--- config.mk ---
export PLATFORM = sky130hd
export DESIGN_NAME = xint_ctrl
export DESIGN_NICKNAME = d
export VERILOG_FILES = /design/src/rtl/xint_pkg.sv /design/src/rtl/xint_sync.sv /design/src/rtl/xint_line.sv /design/src/rtl/xint_regs.sv /design/src/rtl/xint_ctrl.sv
export SDC_FILE = /design/constraint.sdc
export NUM_CORES = 1
export LEC_CHECK = 0
export ABC_AREA = 1
export CAP_MARGIN = 5
export CORE_ASPECT_RATIO = 1.2
export CORE_MARGIN = 2
export CORE_UTILIZATION = 55
export DETAILED_ROUTE_END_ITERATION = 7
export DONT_BUFFER_PORTS = 1
export GPL_ROUTABILITY_DRIVEN = 0
export PLACE_DENSITY = 0.69
export SYNTH_ARGS = -nofsm -noshare
export SYNTH_HDL_FRONTEND = slang
export SYNTH_SLANG_ARGS = --single-unit
--- constraint.sdc ---
create_clock -name clk -period 2.5 [get_ports clk]
set_input_delay 0.5 -clock clk [delete_from_list [all_inputs] [get_ports clk]]
set_output_delay 0.5 -clock clk [all_outputs]
set_load 0.01 [all_outputs]
--- src/rtl/xint_pkg.sv ---
// Shared constants for the external interrupt line controller.
// Assumes a byte-addressed bus carrying 32-bit words.
package xint_pkg;
    localparam int DATA_W = 32;
    localparam int ADDR_W = 8;

    // Word offsets decoded by software drivers
    localparam logic [ADDR_W-1:0] OFS_MASK_SET  = 8'h00;
    localparam logic [ADDR_W-1:0] OFS_MASK_CLR  = 8'h04;
    localparam logic [ADDR_W-1:0] OFS_MASK      = 8'h08;
    localparam logic [ADDR_W-1:0] OFS_PEND      = 8'h0C;
    localparam logic [ADDR_W-1:0] OFS_ACK       = 8'h10;
    localparam logic [ADDR_W-1:0] OFS_SENSE_SEL = 8'h14;
    localparam logic [ADDR_W-1:0] OFS_EDGE_POL  = 8'h18;
    localparam logic [ADDR_W-1:0] OFS_LVL_POL   = 8'h1C;
    localparam logic [ADDR_W-1:0] OFS_NMI_CTRL  = 8'h24;
endpackage

--- src/rtl/xint_sync.sv ---
// Two-stage synchroniser for a vector of asynchronous pins.
// Assumes every bit is independent; no bus coherency is needed.
module xint_sync #(
    parameter int WIDTH = 8
) (
    input  logic             clk,
    input  logic             rst_n,
    input  logic [WIDTH-1:0] async_in,
    output logic [WIDTH-1:0] sync_out
);
    logic [WIDTH-1:0] meta_q;

    // Capture the pins, then retime once more to settle metastability
    always_ff @(posedge clk) begin
        if (!rst_n) begin
            meta_q   <= '0;
            sync_out <= '0;
        end else begin
            meta_q   <= async_in;
            sync_out <= meta_q;
        end
    end
endmodule

--- src/rtl/xint_line.sv ---
// Sensing unit and sticky pending bit for one interrupt line.
// Assumes sync_in is already synchronous. In level mode a set on the
// same cycle as an acknowledge takes priority over the acknowledge.
module xint_line (
    input  logic clk,
    input  logic rst_n,
    input  logic sync_in,
    input  logic sense_lvl,   // 1 = level, 0 = edge
    input  logic edge_rise,   // 1 = rising, 0 = falling
    input  logic lvl_high,    // 1 = active high, 0 = active low
    input  logic ack,
    output logic pending
);
    logic prev_q;
    logic hit;

    // Decide whether the current sample is a triggering event
    always_comb begin
        if (sense_lvl)
            hit = (sync_in == lvl_high);
        else if (edge_rise)
            hit = sync_in & ~prev_q;
        else
            hit = ~sync_in & prev_q;
    end

    // Keep the previous sample and update the sticky pending bit
    always_ff @(posedge clk) begin
        if (!rst_n) begin
            prev_q  <= 1'b0;
            pending <= 1'b0;
        end else begin
            prev_q  <= sync_in;
            pending <= hit | (pending & ~ack);
        end
    end
endmodule

--- src/rtl/xint_regs.sv ---
// Register file for the controller: mask, sense planes, NMI control
// and the read mux. Assumes one access per cycle; only the low
// NUM_LINES data bits are stored, the rest read as zero.
module xint_regs
    import xint_pkg::*;
#(
    parameter int NUM_LINES = 8
) (
    input  logic                 clk,
    input  logic                 rst_n,
    input  logic                 bus_valid,
    input  logic                 bus_write,
    input  logic [ADDR_W-1:0]    bus_addr,
    input  logic [DATA_W-1:0]    bus_wdata,
    output logic [DATA_W-1:0]    bus_rdata,
    input  logic [NUM_LINES-1:0] pending,
    output logic [NUM_LINES-1:0] mask,
    output logic [NUM_LINES-1:0] sense_lvl,
    output logic [NUM_LINES-1:0] edge_rise,
    output logic [NUM_LINES-1:0] lvl_high,
    output logic [NUM_LINES-1:0] ack,
    output logic                 nmi_en
);
    logic                 wr;
    logic [NUM_LINES-1:0] wbits;

    assign wr    = bus_valid & bus_write;
    assign wbits = bus_wdata[NUM_LINES-1:0];

    // Acknowledge is a one-cycle strobe towards the line units
    assign ack = (wr && bus_addr == OFS_ACK) ? wbits : '0;

    // Update the writable registers from decoded writes
    always_ff @(posedge clk) begin
        if (!rst_n) begin
            mask      <= '0;
            sense_lvl <= '0;
            edge_rise <= '0;
            lvl_high  <= '0;
            nmi_en    <= 1'b0;
        end else if (wr) begin
            case (bus_addr)
                OFS_MASK_SET:  mask      <= mask | wbits;
                OFS_MASK_CLR:  mask      <= mask & ~wbits;
                OFS_SENSE_SEL: sense_lvl <= wbits;
                OFS_EDGE_POL:  edge_rise <= wbits;
                OFS_LVL_POL:   lvl_high  <= wbits;
                OFS_NMI_CTRL:  nmi_en    <= bus_wdata[0];
                default: ;
            endcase
        end
    end

    // Combinational read mux, zero-extended to the word width
    always_comb begin
        bus_rdata = '0;
        if (bus_valid && !bus_write) begin
            case (bus_addr)
                OFS_MASK:      bus_rdata = DATA_W'(mask);
                OFS_PEND:      bus_rdata = DATA_W'(pending);
                OFS_SENSE_SEL: bus_rdata = DATA_W'(sense_lvl);
                OFS_EDGE_POL:  bus_rdata = DATA_W'(edge_rise);
                OFS_LVL_POL:   bus_rdata = DATA_W'(lvl_high);
                OFS_NMI_CTRL:  bus_rdata = DATA_W'(nmi_en);
                default:       bus_rdata = '0;
            endcase
        end
    end
endmodule

--- src/rtl/xint_ctrl.sv ---
// Top of the external interrupt line controller. Synchronises the pins,
// runs one sensing unit per line and forms the combined and
// non-maskable requests. Assumes 1 <= NUM_LINES <= 32.
module xint_ctrl
    import xint_pkg::*;
#(
    parameter int NUM_LINES = 8
) (
    input  logic                 clk,
    input  logic                 rst_n,
    input  logic [NUM_LINES-1:0] ext_pin,
    input  logic                 bus_valid,
    input  logic                 bus_write,
    input  logic [ADDR_W-1:0]    bus_addr,
    input  logic [DATA_W-1:0]    bus_wdata,
    output logic [DATA_W-1:0]    bus_rdata,
    output logic                 irq_o,
    output logic                 nmi_o
);
    logic [NUM_LINES-1:0] pin_sync;
    logic [NUM_LINES-1:0] pend_q;
    logic [NUM_LINES-1:0] mask_q;
    logic [NUM_LINES-1:0] sense_q;
    logic [NUM_LINES-1:0] epol_q;
    logic [NUM_LINES-1:0] lpol_q;
    logic [NUM_LINES-1:0] ack_s;
    logic                 nmi_en_q;

    xint_sync #(.WIDTH(NUM_LINES)) u_sync (
        .clk      (clk),
        .rst_n    (rst_n),
        .async_in (ext_pin),
        .sync_out (pin_sync)
    );

    xint_regs #(.NUM_LINES(NUM_LINES)) u_regs (
        .clk       (clk),
        .rst_n     (rst_n),
        .bus_valid (bus_valid),
        .bus_write (bus_write),
        .bus_addr  (bus_addr),
        .bus_wdata (bus_wdata),
        .bus_rdata (bus_rdata),
        .pending   (pend_q),
        .mask      (mask_q),
        .sense_lvl (sense_q),
        .edge_rise (epol_q),
        .lvl_high  (lpol_q),
        .ack       (ack_s),
        .nmi_en    (nmi_en_q)
    );

    for (genvar i = 0; i < NUM_LINES; i++) begin : g_line
        xint_line u_line (
            .clk       (clk),
            .rst_n     (rst_n),
            .sync_in   (pin_sync[i]),
            .sense_lvl (sense_q[i]),
            .edge_rise (epol_q[i]),
            .lvl_high  (lpol_q[i]),
            .ack       (ack_s[i]),
            .pending   (pend_q[i])
        );
    end

    // Combine enabled pending lines; line 0 alone feeds the NMI path
    assign irq_o = |(pend_q & mask_q);
    assign nmi_o = nmi_en_q & pend_q[0];
endmodule

# Yosys cells after proc, flatten, opt, wreduce, memory -nomap -nowiden
# Index checks and enable logic that the tools add are counted.
# word_totals
reg_bits	65
output_inout_bits	34
# op_classes
n_eq_ne	16
n_mux	20
bitwise	62
n_reduce_logical	11
# ops
cell	n
8-bit case mux with 6 select lines	1
8-bit by 5-bit == test with 1-bit output, second input constant	4
32-bit 2-to-1 mux	1
1-bit AND	26
1-bit NOT	24
8-bit AND	2
8-bit by 4-bit == test with 1-bit output, second input constant	2
1-bit 2-to-1 mux	16
8-bit case mux with 2 select lines	1
2-bit AND reduction	5
1-bit == test	8
8-bit by 3-bit == test with 1-bit output, second input constant	1
8-bit by 6-bit == test with 1-bit output, second input constant	1
8-bit logical NOT	1
8-bit 2-to-1 mux	1
8-bit NOT	1
1-bit OR	8
8-bit OR	1
8-bit OR reduction	1
1-bit logical AND	2
2-bit nonzero test	1
1-bit logical NOT	1

# Depth between registers and ports, before layout
# Gate-level depths: netlist of the first run.
# depth
word_depth	6
mapped_depth	9
depth_no_buf	8

# Modules after synthesis
# From an unflattened synthesis of the first run, not the netlist that was laid out.
# unflattened
hier_cells	562
area_unflattened_um2	3575.9
# by_module_without_submodules
mod	n_inst	cells_each	area_each_um2	seq_area_each_um2
xint_regs	1	311	2064.5	660.6
xint_line	8	23	120.1	40.0
xint_sync	1	50	484.2	320.3
xint_ctrl	1	17	66.3	0.0

# Worst setup path after synthesis of the first run
# No wires, ideal clock.
# synth_path
path_kind	input-to-output
startpoint	input bus_addr[6]
endpoint	output bus_rdata[0]
arrival_ns	1.419
required_ns	2.000
setup_slack_ns	0.581
cell_stages	8
cell_sequence	inv_1 nand2_2 nor2_4 buf_2 nand3_1 nand2_1 inv_1 a21oi_1
# synth_via
elab_chain_len	3
elab_cells_between_ends	8
# synth_lines
item	line_no	rtl
start: declaration	xint_ctrl.sv:14	input logic [ADDR_W-1:0] bus_addr,
8-bit by 6-bit == test with 1-bit output, or another cell as far along	xint_regs.sv:58	case (bus_addr)
8-bit case mux with 6 select lines (*)	xint_regs.sv:58	
32-bit 2-to-1 mux (*)	xint_regs.sv:57	if (bus_valid && !bus_write) begin
end: declaration	xint_ctrl.sv:16	output logic [DATA_W-1:0] bus_rdata,
# Mark *: on every way between the ends. The rest lies on a longest branch, timed or not.

# Worst setup path after layout of the first run
# layout_path
startpoint	input bus_addr[6]
endpoint	output bus_rdata[7]
# Same word-level chain as after synthesis.

==> results of run 1 <==
## through the flow
step | area [um2] | std cells | util, % | setup WS [ps]
2_1_floorplan | 3470 | 496 | - | 581
3_3_place_gp | 3320 | 543 | 55.5 | 322
3_5_place_dp | 3320 | 543 | 55.5 | 288
4_1_cts | 3550 | 559 | 59.4 | 284
5_1_grt | 3550 | 559 | 59.4 | 134
6_report | 3550 | 559 | 59.4 | 286
## cell type report
class / count / area [um2] / share of cell area, %
Multi-Input combinational cell: 317 / 1600 / 45.1
Sequential cell: 65 / 1300 / 36.7
Inverter: 75 / 284 / 8.01
Clock buffer: 12 / 155 / 4.37
Tap cell: 82 / 103 / 2.89
Clock inverter: 4 / 75.1 / 2.12
Timing Repair Buffer: 4 / 30.0 / 0.847
## logic make-up (layout without fill, tap and decap cells)
kind of cell | count (synthesis) | count (layout) | share of synthesized area [%]
other cells | 1 | 24 | 0.111
simple gates | 179 | 179 | 26.8
buf+inv | 114 | 95 | 16.7
compound gates | 114 | 114 | 17.8
flops | 65 | 65 | 38.5
## critical path, cell delays in order
cell,delay (ps)
inv_1,50
nand2_2,100
nor2_4,320
buf_4,280
nand3_1,100
nand3_1,100
nor2_1,50
nor2_1,200
## power by group
part	internal [mW]	switching (mW)	total (mW)
logic	0.0296	0.0844	0.114
registers	1.06	0.0102	1.07
clock network	0.616	0.403	1.02
total	1.70	0.497	2.20
## per-layer routing
layer	GRT usage (%)	share of wire, %	wire length [um]
met1	33.1	43	3340
met4	10.5	1.7	131
met3	4.82	7.3	558
met2	35.9	48	3660
met5	0	0	0
## worst paths after layout
kind                                       from                             endpoint  slack [ps]
setup / recovery                    bus_addr[6]                         bus_rdata[7]         290
hold / removal                            rst_n        u_sync.sync_out[4]$_SDFF_PN0_         250
setup reg to reg  u_sync.sync_out[2]$_SDFF_PN0_  g_line[2].u_line.pending$_SDFF_PN0_        1550
hold reg to reg     u_sync.meta_q[4]$_SDFF_PN0_        u_sync.sync_out[4]$_SDFF_PN0_         400
## layout by cell type, fill, tap and decap left out, drive strengths merged, types with 12 or more instances in the layout
cell,n
a21oi,58
nand3,57
nand2,79
clkbuf,12
conb,24
dfxtp,65
o21ai,46
inv,75
nor2,35
==> metrics.yaml, run 1 <==
power:
  ir_drop_v: 0.000579
  p_total_mw: 2.20
  power.density_nw_per_um2: 620
  cellLeakagePower_nw: 1.61
routing:
  drt_iter0_markers: 287
  ant_nets: 0
  route.detailed.drc: 0
  vias_per_cell: 5.20
  routedWlPerCell_um: 13.8
  wirelength_um: 7690
  first_pass_iters: 4
  vias: 2907
global_routing:
  grt_pass1_vias: 2679
  grt_first_pass_wirelength_um: 12700
  groute.usage.overall_pct: 24.0
  grt_max_degree: 59
  grt_overflow: 0
  antenna_found_initial: 0
clocking:
  root_buffer: "clkbuf_8"
  htree_levels: 3
  cts_buffer_depth: 2
  tritoncts: "yes"
  holdBufCountCts: 0
  path_clk_slew_ps: 80
  cts_buffers: 9
  clock_latency_ps: 340
  cts.sinks: 65
  post_cts_buffers: 0
  cts_resized: 0
setup_path:
  worst_setup_path_start_kind: "primary input"
  crit_required_ps: 2000
  worstSetupPathType: "in2out"
  endpoint_kind: "output pin"
  reg2reg_depth: 5
  path_max_fanout: 15
  worst-endpoint-arrival_ps: 1710
floorplan:
  rows: 31
  start_util_pct: 56.6
  coreArea_um2: 5970
  die_width_um: 75.6
  io_pins: 86
  die_area_um2: 6790
  die_y_um: 89.9
final_layout:
  drive_above_1_share_pct: 9.22
  num_antenna_cells: 0
  nNetsFinal: 524
  nFillCells: 592
  syn_to_final_growth_pct: 4.96
logic_synthesis:
  ys_types: 26
  synth.area.top_cells: "dfxtp_1, a21oi_1, nand2_1"
  synth-seq-cells: 65
  synth_edf_count: 0
  ys_seq_area_share_pct: 38.5
  synth_top_area_cell: "dfxtp_1"
  synth_cells: 473
  avgSynthCellArea_um2: 7.14
  ys.warnings.count: 0
  ys_async_sr_fraction_pct: 0
  netlist_area_um2: 3380
  synth_common_cells: "nand2_1, inv_1, dfxtp_1"
  synth_top_flop_cell: "dfxtp_1"
  synth_most_common_cell: "nand2_1"
  synth_top_area_share_pct: 38.5
timing:
  period_share_pct: 88.6
  finalSetupViolCount: 0
  skew_ps: 7.87
  layout_min_cycle_time_ps: 2210
  max_freq_ghz: 0.452
  rsz0062_at_grt: "false"
  finalHoldViolations: 0
  drv_slew: 0
  setup-tns-final_ps: 0
  whs_ps: 250
worst_hold_path:
  min_path_cells: 2
  hp-class: "in2reg"
place:
  port_buffers: 0
  hpwl_um: 5120
flow_run:
  max_cap_violations: 0
outcome:
  status: "complete, no violations"
(Power assumes the default switching activity.)
==> inputs of run 2 (changes only) <==
--- a/config.mk
+++ b/config.mk
@@ -8,12 +8,13 @@
 export ABC_AREA = 1
 export CAP_MARGIN = 5
 export CORE_ASPECT_RATIO = 1.2
-export CORE_MARGIN = 2
 export CORE_UTILIZATION = 55
+export CTS_CLUSTER_SIZE = 25
 export DETAILED_ROUTE_END_ITERATION = 7
 export DONT_BUFFER_PORTS = 1
 export GPL_ROUTABILITY_DRIVEN = 0
 export PLACE_DENSITY = 0.69
+export REMOVE_ABC_BUFFERS = 1
 export SYNTH_ARGS = -nofsm -noshare
 export SYNTH_HDL_FRONTEND = slang
 export SYNTH_SLANG_ARGS = --single-unit
==> run 2 against run 1 <==
Non-clock buffer count is 3 higher. Largest power group unchanged. Power decreased by 6.5%. Routed wire length decreased by 2.4%. Via count grew 0.58%. Combinational power is essentially flat. Sequential power is essentially flat. Count of clock-buffer cells in the layout shrank 3. Cell area decreased by 0.42%. Critical path depth is the same. Hold slack lost 3.6 ps. Core utilization increased by 1.7 points.
==> metrics.yaml, run 2 (same netlist as run 1, synthesis figures left out) <==
outcome:
  status: "complete, no violations"
setup_path:
  cp.depth: 8
  crit_required_ps: 2000
  worst-endpoint-arrival_ps: 1630
  worstSetupPathType: "in2out"
  endpoint_kind: "output pin"
  crit_path_top_delay_cell: "nor2_4"
  crit_buf_inv: 2
  cp_top_family: "simple AND/OR/NAND/NOR gates"
  path_max_fanout: 15
  max_stage_delay_ps: 270
  path_cells: "inv_1, nand2_2, nor2_4, buf_4, nand3_1, nand2_1, nor2_1, a21oi_1"
  worst_setup_path_start_kind: "primary input"
  reg2reg_depth: 5
floorplan:
  io_pins: 86
  die_width_um: 73.6
  start_util_pct: 58.5
  coreArea_um2: 5780
  die_area_um2: 6460
  die_y_um: 87.9
  rows: 30
routing:
  drt_iter0_markers: 262
  vias: 2924
  wirelength_um: 7510
  vias_per_cell: 5.22
  ant_nets: 0
  first_pass_iters: 4
  routedWlPerCell_um: 13.4
  route.detailed.drc: 0
timing:
  layout_min_cycle_time_ps: 2130
  period_share_pct: 85.3
  skew_ps: 7.39
  drv_slew: 0
  max_freq_ghz: 0.469
  rsz0062_at_grt: "false"
  finalHoldViolations: 0
  setup-tns-final_ps: 0
  finalSetupViolCount: 0
clocking:
  tritoncts: "yes"
  htree_levels: 3
  clock_latency_ps: 350
  cts.sinks: 65
  cts_buffers: 9
  post_cts_buffers: 0
  path_clk_slew_ps: 80
  cts_buffer_depth: 2
  holdBufCountCts: 0
  root_buffer: "clkbuf_8"
  cts_resized: 0
final_layout:
  drive_above_1_share_pct: 10.0
  layout_common_cells: "nand2_1, inv_1, dfxtp_1"
  syn_to_final_growth_pct: 4.52
  num_antenna_cells: 0
  fin_util_pct: 61.1
  nNetsFinal: 527
  final_common_cell: "nand2_1"
power:
  ir_drop_v: 0.000601
  power.density_nw_per_um2: 582
  cellLeakagePower_nw: 1.61
global_routing:
  grt_overflow: 0
  grt_pass1_vias: 2498
  antenna_found_initial: 0
  grt_max_degree: 59
  groute.usage.overall_pct: 24.8
  grt_first_pass_wirelength_um: 12000
place:
  hpwl_um: 5030
  port_buffers: 0
worst_hold_path:
  hp-class: "in2reg"
  min_path_cells: 2
flow_run:
  max_cap_violations: 0
-- run 2: cell count changes in the layout (fill, tap and decap cells not counted), sizes merged --
cell and delta:
clkbuf -3, bufinv -1, buf +3, clkinv +3, clkinvlp +1
-- run 2: metal layers --
metal  up-vias  routed length [um]  global-route usage, %
li1       1492                   -                      -
met2        99                3490                   39.4
met4         0                 150                   12.6
met1      1320                3240                   32.1
met5         -                   0                      0
met3        13                 621                   4.60
-- run 2: worst paths after layout --
path | startpoint | endpoint | slack (ps)
max | bus_addr[6] | bus_rdata[0] | 370
min | ext_pin[0] | u_sync.meta_q[0]$_SDFF_PN0_ | 250
max reg2reg | u_sync.sync_out[6]$_SDFF_PN0_ | g_line[6].u_line.pending$_SDFF_PN0_ | 1530
min reg2reg | u_sync.meta_q[6]$_SDFF_PN0_ | u_sync.sync_out[6]$_SDFF_PN0_ | 410
-- run 2: stage by stage --
step	total power, mW	instances	worst slack, ps	area [um2]	hold WS [ps]
after global routing	2.13	560	243	3530	247
after floorplan	1.18	457	268	3180	390
after global placement	1.20	544	381	3340	392
after CTS	2.07	560	373	3530	238
final	2.06	560	368	3530	247
after detailed placement	1.20	544	379	3340	400
-- run 2: layout make-up --
type | instances | area (um2)
fill | 582 | 2250
multi-input combinational | 317 | 1600
sequential | 65 | 1300
inverter | 75 | 284
clock buffer | 9 | 124
tap | 80 | 100
clock inverter | 7 | 71.3
timing repair buffer | 7 | 52.6
-- run 2: power breakdown --
part           internal [mW]  total, mW  leakage (nW)  switching (mW)
registers               1.06       1.07         0.528         0.00961
clock network          0.457      0.875        0.0912           0.418
logic                 0.0310      0.116         0.993          0.0848
==> inputs of run 3 (changes only) <==
--- a/config.mk
+++ b/config.mk
@@ -6,6 +6,7 @@
 export NUM_CORES = 1
 export LEC_CHECK = 0
 export ABC_AREA = 1
+export ABC_CLOCK_PERIOD_IN_PS = 2500
 export CAP_MARGIN = 5
 export CORE_ASPECT_RATIO = 1.2
 export CORE_UTILIZATION = 55
==> results of run 3 <==
The final DEF is identical to that of run 2; final timing and power are the same.
